==> config.mk <==
export PLATFORM = sky130hd
export DESIGN_NAME = strobe_cycle_sorter
export DESIGN_NICKNAME = d
export VERILOG_FILES = /design/src/rtl/strobe_cycle_sorter.sv
export SDC_FILE = /design/constraint.sdc
export NUM_CORES = 1
export LEC_CHECK = 0
export BUFFER_PORTS_ARGS = -buffer_cell sky130_fd_sc_hd__buf_2
export CORE_UTILIZATION = 30
export DETAILED_ROUTE_END_ITERATION = 12
export PLACE_DENSITY = 0.48
export SETUP_SLACK_MARGIN = 0.3
export SYNTH_ARGS = -nofsm -noshare
export SYNTH_HDL_FRONTEND = slang
export SYNTH_SLANG_ARGS = --single-unit
==> constraint.sdc <==
create_clock -name clk -period 2.4 [get_ports clk]
set_input_delay 0.12 -clock clk [delete_from_list [all_inputs] [get_ports clk]]
set_output_delay 0.12 -clock clk [all_outputs]
set_load 0.05 [all_outputs]
==> src/rtl/strobe_cycle_sorter.sv <==
`timescale 1ns/1ps
module strobe_cycle_sorter #(
  parameter int DW = 8,
  parameter int AW = 16,
  parameter int KW = 3
) (
  input  logic          clk,
  input  logic          rst,
  input  logic          fetch_n,
  input  logic          read_n,
  input  logic          write_n,
  input  logic          mem_sel_n,
  input  logic          io_sel_n,
  input  logic          mem_sel_fitted,
  input  logic          io_sel_fitted,
  input  logic [DW-1:0] data_in,
  input  logic [AW-1:0] addr_in,
  output logic          begin_evt,
  output logic [AW-1:0] begin_addr,
  output logic          end_evt,
  output logic [DW-1:0] end_data,
  output logic [KW-1:0] end_kind,
  output logic          illegal_evt
);
  localparam int SW = 5;
  localparam logic [KW-1:0] K_NONE  = KW'(0);
  localparam logic [KW-1:0] K_MRD   = KW'(1);
  localparam logic [KW-1:0] K_MWR   = KW'(2);
  localparam logic [KW-1:0] K_IRD   = KW'(3);
  localparam logic [KW-1:0] K_IWR   = KW'(4);
  localparam logic [KW-1:0] K_FETCH = KW'(5);
  localparam logic [KW-1:0] K_IACK  = KW'(6);

  logic [SW-1:0] st1, st2;
  logic [DW-1:0] d1, d2, data_hold;
  logic [AW-1:0] a1, a2;
  logic [KW-1:0] kind_now, kind_prev;
  logic          broken;

  always_ff @(posedge clk) begin
    if (rst) begin
      st1 <= '1;
      st2 <= '1;
      d1  <= '0;
      d2  <= '0;
      a1  <= '0;
      a2  <= '0;
    end else begin
      st1 <= {fetch_n, read_n, write_n, mem_sel_n, io_sel_n};
      st2 <= st1;
      d1  <= data_in;
      d2  <= d1;
      a1  <= addr_in;
      a2  <= a1;
    end
  end

  wire fm_act = ~st2[4];
  wire rd_act = ~st2[3];
  wire wr_act = ~st2[2];
  wire mq_act = mem_sel_fitted ? ~st2[1] : 1'b1;
  wire iq_act = io_sel_fitted  ? ~st2[0] : 1'b0;

  always_comb begin
    kind_now = K_NONE;
    if (mq_act) begin
      if (rd_act)      kind_now = fm_act ? K_FETCH : K_MRD;
      else if (wr_act) kind_now = K_MWR;
    end else if (iq_act) begin
      if (fm_act)      kind_now = K_IACK;
      else if (rd_act) kind_now = K_IRD;
      else if (wr_act) kind_now = K_IWR;
    end
  end

  wire now_act  = kind_now  != K_NONE;
  wire prev_act = kind_prev != K_NONE;

  always_ff @(posedge clk) begin
    if (rst) begin
      kind_prev   <= K_NONE;
      data_hold   <= '0;
      broken      <= 1'b0;
      begin_evt   <= 1'b0;
      begin_addr  <= '0;
      end_evt     <= 1'b0;
      end_data    <= '0;
      end_kind    <= K_NONE;
      illegal_evt <= 1'b0;
    end else begin
      begin_evt   <= 1'b0;
      end_evt     <= 1'b0;
      illegal_evt <= 1'b0;
      kind_prev   <= kind_now;
      if (now_act) data_hold <= d2;
      if (now_act && !prev_act) begin
        begin_evt  <= 1'b1;
        begin_addr <= a2;
        broken     <= 1'b0;
      end else if (!now_act && prev_act) begin
        end_evt  <= ~broken;
        end_data <= data_hold;
        end_kind <= kind_prev;
        broken   <= 1'b0;
      end else if (now_act && prev_act && kind_now != kind_prev) begin
        illegal_evt <= 1'b1;
        broken      <= 1'b1;
      end
    end
  end
endmodule


==> results.toml, run 1 <==
[min_path]
min-delay-start = "data_in[0]"
hp-class = "primary input to flop"
min_to = "d1[0]$_SDFF_PP0_"
hold_depth = 2

[sta]
rsz0062_at_grt = "false"
worst_slack_ns = 0.553
relSlewSlack = 0.334
final.period_utilization = 0.769
slew_viol_final = 0
fmax_mhz = 542
hold_viol = 0
min_period_ns = 1.85
fin_worst_skew_ns = 0.0102
setup_viol_count_final = 0
fin_tns_setup_ns = 0
tightest_slew_ns = 0.999

[place]
gp_congestion = 0.712
io_buffers = 62
pre_cts_slack_ns = 0.577
hpwl_um = 3470

[clock_tree]
clock-root-buffer = "clkbuf_8"
cts_buffers = 9
clk_pin_slew_ns = 0.09
cts_max_level = 3
clock_latency_ns = 0.35
cts_tree = "done"
clockBufferDepth = 2
post-cts-setup-buffers = 0
clock-sinks = 100

[global_routing]
grt_max_degree = 102
grt_overflow = 0
grt_pass1_vias = 2014
grt_use_total = 0.113
antenna_found_initial = 0
grt_first_pass_wirelength_um = 9650

[floorplanning]
die-area_mm2 = 0.0109
start_util = 0.315
die_h_um = 104
core_region_area_mm2 = 0.00995
rows = 36
dieWidth_um = 104
num_io_pins = 63

[yosys]
syn-cell-area_mm2 = 0.00314
synth-edff-count = 0
ys_ff_latch = 100
synth_area_per_cell_um2 = 10.4
async_flop_share = 0
yosysWarnings = 0
yosys.cell_types.count = 29
postSynthCellCount = 301
seq_area_frac_synth = 0.638
ys.flop_type = "dfxtp_1"
synth_nets = 334

[power_and_ir_drop]
ir_drop_uv = 242
p_leak_uw = 0.00165
powerDensity_mw_per_mm2 = 729

[drt]
wire_per_inst_um = 10.9
drt-initial-drc-count = 55
vias_per_cell = 4.05
drc_errors = 0
ant_nets = 0
wl_um = 5680
dr.pass1.iters = 4
vias = 2117

[setup_path]
rrSetupSlack_ns = 0.55
required_ns = 2.68
worstSetupPathType = "flop to flop"
worst_r2r_endpoint = "end_data[7]$_SDFFE_PP0P_"
critPathArrivalTime_ns = 2.12
r2r_cells = 5
reg2reg_from = "st2[1]$_SDFF_PP1_"
end_kind = "flop"
critical_path_peak_fanout = 9
start_kind = "flop"

[status]
outcome = "completed"

[final_layout]
final_util = 0.400
drive_gt1_frac = 0.233
diodes = 0
nets = 418
fill_cells = 1007
areaGrowthSynthToFinish_pct = 26.8

[run]
cap_violations = 0
timing repair:
item | in CTS | in global routing
hold endpoints to repair | 27 | 0
hold buffers | 27 | 0
resized for setup | 0 | 0
cell usage after synthesis, types with 2 or more instances:
master      n  area (um^2)
buf_2       3         15.0
clkbuf_1   11         41.3
a21oi_1    26          130
nand2b_1    3         18.8
mux2i_1     8         80.1
and2_1      2         12.5
nor2b_1    49          307
nor4b_1     2         17.5
a22oi_1     3         22.5
xnor2_1     3         26.3
dfxtp_1   100         2000
buf_6       2         22.5
nand2_1    48          180
or2_2      10         62.6
nor2_1     14         52.6
a21o_1      2         15.0
nand3b_1    3         22.5
flip-flops by register name, summed over array words and instances (netlist names), 8 cells and up:
signal      count
data_hold       8
begin_addr     16
end_data        8
a2             16
a1             16
d1              8
d2              8
critical path: stages (launching register included):
cell     delay [ns]
dfxtp_1        0.37
and2_1         0.20
a32o_1         0.37
nor2b_1        0.56
nand2_1        0.14
a21oi_1        0.14
power by group:
part           internal [uW]  switching (uW)  total (uW)
registers               1710            16.8        1730
clock network            387             576         963
logic                   99.8             108         207
kinds of logic (layout without fill, tap and decap cells):
kind of cell | count (synthesis) | count (layout) | synth area share
simple gates | 138 | 138 | 0.235
flops | 100 | 100 | 0.638
buf+inv | 18 | 107 | 0.0311
compound gates | 34 | 34 | 0.0622
mux | 8 | 8 | 0.0255
xor+xnor | 3 | 3 | 0.00837
how the worst max path moves through the flow:
stage / from / end / slack (ns) / cells after the start
after floorplan: st2[4]$_SDFF_PP1_ / begin_addr[6]$_SDFFE_PP0P_ / 0.63 / 8
after CTS: st2[1]$_SDFF_PP1_ / end_data[4]$_SDFFE_PP0P_ / 0.54 / 5
final: st2[1]$_SDFF_PP1_ / end_data[7]$_SDFFE_PP0P_ / 0.55 / 5
after detailed placement: st2[1]$_SDFF_PP1_ / end_data[4]$_SDFFE_PP0P_ / 0.58 / 5
after global placement: st2[1]$_SDFF_PP1_ / end_data[4]$_SDFFE_PP0P_ / 0.63 / 5
after global routing: st2[1]$_SDFF_PP1_ / end_data[0]$_SDFFE_PP0P_ / 0.36 / 5
through the flow:
stage	total power [uW]	instances	area, um^2	hold slack, ns
floorplan	1900	301	3140	0.224
global placement	1940	480	3530	0.302
detailed placement	1950	480	3530	0.306
CTS	2950	523	3980	0.0143
global route	3050	523	3980	0.00106
finish	2900	523	3980	0.0170
cells in the final DEF, fill, tap and decap left out, types with 2 or more instances in the layout:
cell           synthesis  layout
dfxtp_1              100     100
buf_2                  3      61
nor2b_1               49      49
nand2_1               48      48
dlygate4sd3_1          0      27
a21oi_1               26      26
nor2_1                14      14
or2_2                 10      10
clkbuf_8               0       9
mux2i_1                8       8
nand3b_1               3       3
nand2b_1               3       3
a22oi_1                3       3
xnor2_1                3       3
buf_4                  0       3
and2_1                 2       2
a21o_1                 2       2
nor4b_1                2       2
inv_6                  0       2
clkinv_4               0       2
layout make-up:
cell class	instances	area (um^2)	share of cell area
tap	133	166	0.0418
timing repair buffer	91	598	0.150
clock inverter	6	47.5	0.0119
sequential	100	2000	0.503
multi-input combinational	183	1040	0.261
clock buffer	10	128	0.0321
metal layers:
| layer | wire (um) | track usage | vias up |
|---|---|---|---|
| met3 | 214 | 0.0332 | 11 |
| met2 | 2690 | 0.182 | 40 |
| met4 | 119 | 0.0643 | 0 |
| met5 | 0 | 0 | - |
| li1 | - | - | 1129 |
| met1 | 2660 | 0.135 | 937 |
Power figures use the tool's default switching activity.
==> run 2, diff against run 1 <==
--- a/config.mk
+++ b/config.mk
@@ -8,7 +8,7 @@
 export BUFFER_PORTS_ARGS = -buffer_cell sky130_fd_sc_hd__buf_2
 export CORE_UTILIZATION = 30
 export DETAILED_ROUTE_END_ITERATION = 12
-export PLACE_DENSITY = 0.48
+export PLACE_DENSITY = 0.49
 export SETUP_SLACK_MARGIN = 0.3
 export SYNTH_ARGS = -nofsm -noshare
 export SYNTH_HDL_FRONTEND = slang
==> constraint.sdc (replaced) <==
create_clock -name clk -period 1.6 [get_ports clk]
set_input_delay 0.08 -clock clk [delete_from_list [all_inputs] [get_ports clk]]
set_output_delay 0.08 -clock clk [all_outputs]
set_load 0.05 [all_outputs]
==> results.toml, run 2 (synthesis results as in run 1) <==
[place]
gp_congestion = 0.726
hpwl_um = 3600
io_buffers = 62
pre_cts_slack_ns = -0.0819

[sta]
hold_viol = 0
worst_slack_ns = -0.0585
slew_viol_final = 0
holdWs_ns = 0.129
final.period_utilization = 1.04
tightest_slew_ns = 0.429
relSlewSlack = 0.714
rsz0062_at_grt = "true"
fin_worst_skew_ns = 0.0127
min_period_ns = 1.66
fin_tns_setup_ns = -0.659
fmax_mhz = 603
setup_viol_count_final = 16

[setup_path]
rrSetupSlack_ns = -0.06
worst-path-buf-inv = 3
worst_r2r_endpoint = "begin_addr[8]$_SDFFE_PP0P_"
worstSetupPathType = "flop to flop"
crit_slowest_cell = "dfxtp_2"
cp_num_cells = 8
crit_path_cell_trace = "nand3b_1 -> a32o_2 -> buf_8 -> nor4_4 -> buf_4 -> clkbuf_16 -> nand2_1 -> a21oi_1"
r2r_cells = 8
required_ns = 1.91
reg2reg_from = "st2[4]$_SDFF_PP1_"
end_kind = "flop"
cpPeakStageDelay_ns = 0.33
cp_top_family = "buffers and inverters"
critPathArrivalTime_ns = 1.97
critical_path_peak_fanout = 8
start_kind = "flop"

[clock_tree]
clock_latency_ns = 0.37
clock-root-buffer = "clkbuf_8"
clock-sinks = 100
clockBufferDepth = 2
cts_max_level = 3
clk_pin_slew_ns = 0.11
cts_buffers = 9
cts_tree = "done"

[floorplanning]
start_util = 0.315
die_h_um = 104
num_io_pins = 63
die-area_mm2 = 0.0109
rows = 36
core_region_area_mm2 = 0.00995
dieWidth_um = 104

[power_and_ir_drop]
pwr-share-comb = 0.087
p_leak_uw = 0.00181
p_clk_frac = 0.345
p_switching_uw = 1170
switching_share = 0.256
powerDensity_mw_per_mm2 = 1050
seqPwrFrac = 0.568
p_int_uw = 3400
ir_drop_uv = 360

[min_path]
min-delay-start = "rst"
hold_depth = 2
min_to = "data_hold[0]$_SDFFE_PP0P_"
hp-class = "primary input to flop"

[global_routing]
grt_first_pass_wirelength_um = 9890
grt_max_degree = 49
grt_pass1_vias = 2106
antenna_found_initial = 0
grt_overflow = 0
grt_use_total = 0.116

[status]
violations = "setup timing"
outcome = "complete, but fails checks"

[final_layout]
top_regs = "a1 x16, a2 x16, begin_addr x16"
areaGrowthSynthToFinish_pct = 38.6
final_util = 0.437
drive_gt1_frac = 0.341
mostFrequentLayoutCells = "dfxtp_1, buf_2, nor2b_1"
final_common_cell = "dfxtp_1"
nets = 433
diodes = 0

[run]
cap_violations = 0

[drt]
vias_per_cell = 4.18
drc_errors = 0
ant_nets = 0
wire_per_inst_um = 11.0
vias = 2251
drt-initial-drc-count = 66
wl_um = 5940
dr.pass1.iters = 4
run 2: final cells by class:
class	count	area, um^2
clock buffer	9	124
clock inverter	7	85.1
fill	986	5610
multi-input combinational	184	1190
sequential	100	2000
tap	133	166
timing repair buffer	105	773
run 2: through the flow:
step / instance area, um^2 / cells / total power (uW)
2_1_floorplan: 3150 / 301 / 2850
3_3_place_gp: 3620 / 486 / 2940
3_5_place_dp: 3620 / 486 / 2940
4_1_cts: 4190 / 532 / 4610
5_1_grt: 4350 / 538 / 4810
6_report: 4350 / 538 / 4570
run 2: power groups by stage:
stage	combinational (uW)	clock (uW)	sequential, uW
4_1_cts	360	1650	2600
5_1_grt	435	1770	2610
3_3_place_gp	288	0	2650
2_1_floorplan	167	0	2680
6_report	397	1580	2600
3_5_place_dp	290	0	2650
run 2: per-layer routing:
layer	GRT usage	vias up	part of all wire	wire, um
met4	0.0520	0	0.011	67
li1	-	1171	-	-
met3	0.0470	7	0.051	305
met2	0.186	49	0.48	2850
met5	0	-	0	0
met1	0.134	1024	0.46	2720
run 2: how the worst max path moves through the flow:
| stage | slack, ns | from | endpoint |
|---|---|---|---|
| detailed placement | -0.08 | st2[1]$_SDFF_PP1_ | end_data[2]$_SDFFE_PP0P_ |
| CTS | -0.02 | st2[4]$_SDFF_PP1_ | begin_addr[2]$_SDFFE_PP0P_ |
| global placement | 0.002 | st2[4]$_SDFF_PP1_ | begin_addr[4]$_SDFFE_PP0P_ |
| global route | -0.14 | st2[4]$_SDFF_PP1_ | begin_addr[0]$_SDFFE_PP0P_ |
| finish | -0.06 | st2[4]$_SDFF_PP1_ | begin_addr[8]$_SDFFE_PP0P_ |
| floorplan | -0.15 | st2[4]$_SDFF_PP1_ | begin_addr[6]$_SDFFE_PP0P_ |
run 2: timing repair:
| action | in CTS | in global routing |
|---|---|---|
| gates cloned | 0 | 2 |
| gates resized for setup | 16 | 26 |
| endpoints found under the setup margin | 36 | 39 |
| buffers inserted | 1 | 4 |
| pin swaps | 1 | 16 |
| endpoints found under the hold margin | 29 | 0 |
| hold buffers | 29 | 0 |
==> run 3, diff against run 2 <==
--- a/config.mk
+++ b/config.mk
@@ -13,3 +13,4 @@
 export SYNTH_ARGS = -nofsm -noshare
 export SYNTH_HDL_FRONTEND = slang
 export SYNTH_SLANG_ARGS = --single-unit
+export TNS_END_PERCENT = 50
==> constraint.sdc (replaced) <==
create_clock -name clk -period 1.5 [get_ports clk]
set_input_delay 0.075 -clock clk [delete_from_list [all_inputs] [get_ports clk]]
set_output_delay 0.075 -clock clk [all_outputs]
set_load 0.05 [all_outputs]
==> results.toml, run 3 (synthesis results as in run 1) <==
[final_layout]
top_regs = "a1 x16, a2 x16, begin_addr x16"
ff_latch_area_mm2 = 0.00200
nets = 438
final_common_cell = "dfxtp_1"
fill_cells = 988
fin_cells = 543
diodes = 0
multi_input_area_mm2 = 0.00114
drive_gt1_frac = 0.334
final_util = 0.437
mostFrequentLayoutCells = "dfxtp_1, buf_2, nor2b_1"
areaGrowthSynthToFinish_pct = 38.7

[clock_tree]
clockBufferDepth = 2
clock-sinks = 100
clock_latency_ns = 0.36
clock-root-buffer = "clkbuf_8"
clk_pin_slew_ns = 0.09
cts_buffers = 9
cts_max_level = 3
cts_tree = "done"

[setup_path]
worstSetupPathType = "flop to flop"
start_kind = "flop"
reg2reg_from = "st2[4]$_SDFF_PP1_"
required_ns = 1.72
worst-path-buf-inv = 3
crit_path_cell_trace = "nand3b_1 -> a32o_2 -> buf_6 -> buf_12 -> buf_12 -> xnor2_1 -> nand3b_1 -> o41ai_2"
worst_r2r_endpoint = "broken$_SDFFE_PP0P_"
cp_top_family = "buffers and inverters"
rrSetupSlack_ns = -0.09
end_kind = "flop"
r2r_cells = 8
critPathArrivalTime_ns = 1.82
crit_slowest_cell = "dfxtp_2"
critical_path_peak_fanout = 8
cpPeakStageDelay_ns = 0.34

[sta]
worst_slack_ns = -0.0906
rsz0062_at_grt = "true"
setup_viol_count_final = 27
fin_worst_skew_ns = 0.0100
holdWs_ns = 0.161
slew_viol_final = 0
min_period_ns = 1.59
fmax_mhz = 629
hold_viol = 0
relSlewSlack = 0.618
final.period_utilization = 1.06
tightest_slew_ns = 0.574

[min_path]
hold_depth = 4
hp-class = "primary input to flop"
min-delay-start = "io_sel_fitted"
min_to = "kind_prev[0]$_SDFF_PP0_"

[status]
violations = "setup timing"
outcome = "complete, but fails checks"

[global_routing]
grt_overflow = 0
grt_use_total = 0.120
antenna_found_initial = 0
grt_first_pass_wirelength_um = 10200
grt_pass1_vias = 2165
grt_max_degree = 59

[place]
hpwl_um = 3790
pre_cts_slack_ns = -0.122
dp_cells = 493
gp_congestion = 0.735
io_buffers = 62

[floorplanning]
dieWidth_um = 104
rows = 36
start_util = 0.315
num_io_pins = 63
die_h_um = 104
core_region_area_mm2 = 0.00995
die-area_mm2 = 0.0109

[power_and_ir_drop]
p_leak_uw = 0.00182
power_uw = 4950
powerDensity_mw_per_mm2 = 1140
ir_drop_uv = 409

[drt]
drc_errors = 0
ant_nets = 0
wire_per_inst_um = 11.1
drt-initial-drc-count = 39
dr.pass1.iters = 6
vias = 2249
wl_um = 6030
vias_per_cell = 4.14

[run]
cap_violations = 0
## run 3: changes by cell type in the layout (fill, tap and decap cells not counted), moves of 2 or more
cell      change
buf_12        +2
clkinv_8      -3
a21oi_1       +5
buf_4         +4
nand2b_4      -2
a21oi_2       -4
## run 3: power breakdown
| group | switching, uW | internal (uW) |
|---|---|---|
| registers | 28.9 | 2740 |
| clock network | 952 | 804 |
| logic | 195 | 229 |
| total | 1180 | 3770 |
## run 3: final cells by class
class,count,area share
Clock buffer,9,0.0285
Sequential cell,100,0.461
Multi-Input combinational cell,184,0.263
Timing Repair Buffer,110,0.191
Tap cell,133,0.0382
Clock inverter,7,0.0190
## run 3: worst max-delay path by stage
stage / slack (ns) / from / end / depth (start not counted)
6_report: -0.09 / st2[4]$_SDFF_PP1_ / broken$_SDFFE_PP0P_ / 8
5_1_grt: -0.16 / st2[4]$_SDFF_PP1_ / broken$_SDFFE_PP0P_ / 8
4_1_cts: -0.1 / st2[4]$_SDFF_PP1_ / begin_addr[13]$_SDFFE_PP0P_ / 5
3_5_place_dp: -0.12 / st2[1]$_SDFF_PP1_ / begin_addr[13]$_SDFFE_PP0P_ / 5
3_3_place_gp: -0.07 / st2[4]$_SDFF_PP1_ / begin_addr[13]$_SDFFE_PP0P_ / 5
2_1_floorplan: -0.25 / st2[4]$_SDFF_PP1_ / begin_addr[6]$_SDFFE_PP0P_ / 8
## run 3: per-layer routing
layer / up-vias / track usage / share of wire / routed length (um)
li1: 1177 / - / - / -
met1: 1020 / 0.135 / 0.43 / 2620
met2: 46 / 0.209 / 0.52 / 3120
met3: 6 / 0.0276 / 0.034 / 208
met4: 0 / 0.0643 / 0.014 / 87
met5: - / 0 / 0 / 0
## run 3: worst reg2reg max path, stage by stage, from the launching register on
cell,delay (ns)
dfxtp_2,0.34
nand3b_1,0.15
a32o_2,0.31
buf_6,0.14
buf_12,0.13
buf_12,0.14
xnor2_1,0.12
nand3b_1,0.09
o41ai_2,0.07
## run 3: metrics by stage
stage               area [um^2]  setup TNS (ns)
floorplan                  3150           -3.27
global placement           3660          -0.871
detailed placement         3660           -1.61
CTS                        4290           -1.16
global route               4350           -3.50
finish                     4350           -1.15
## run 3: timing repair
| action | CTS | global route |
|---|---|---|
| hold buffers | 29 | 0 |
| hold endpoints to repair | 29 | 0 |
| setup endpoints to repair | 39 | 39 |
| gates cloned | 2 | 0 |
| buffers inserted | 2 | 1 |
| pin swaps | 23 | 6 |
| resized for setup | 21 | 13 |
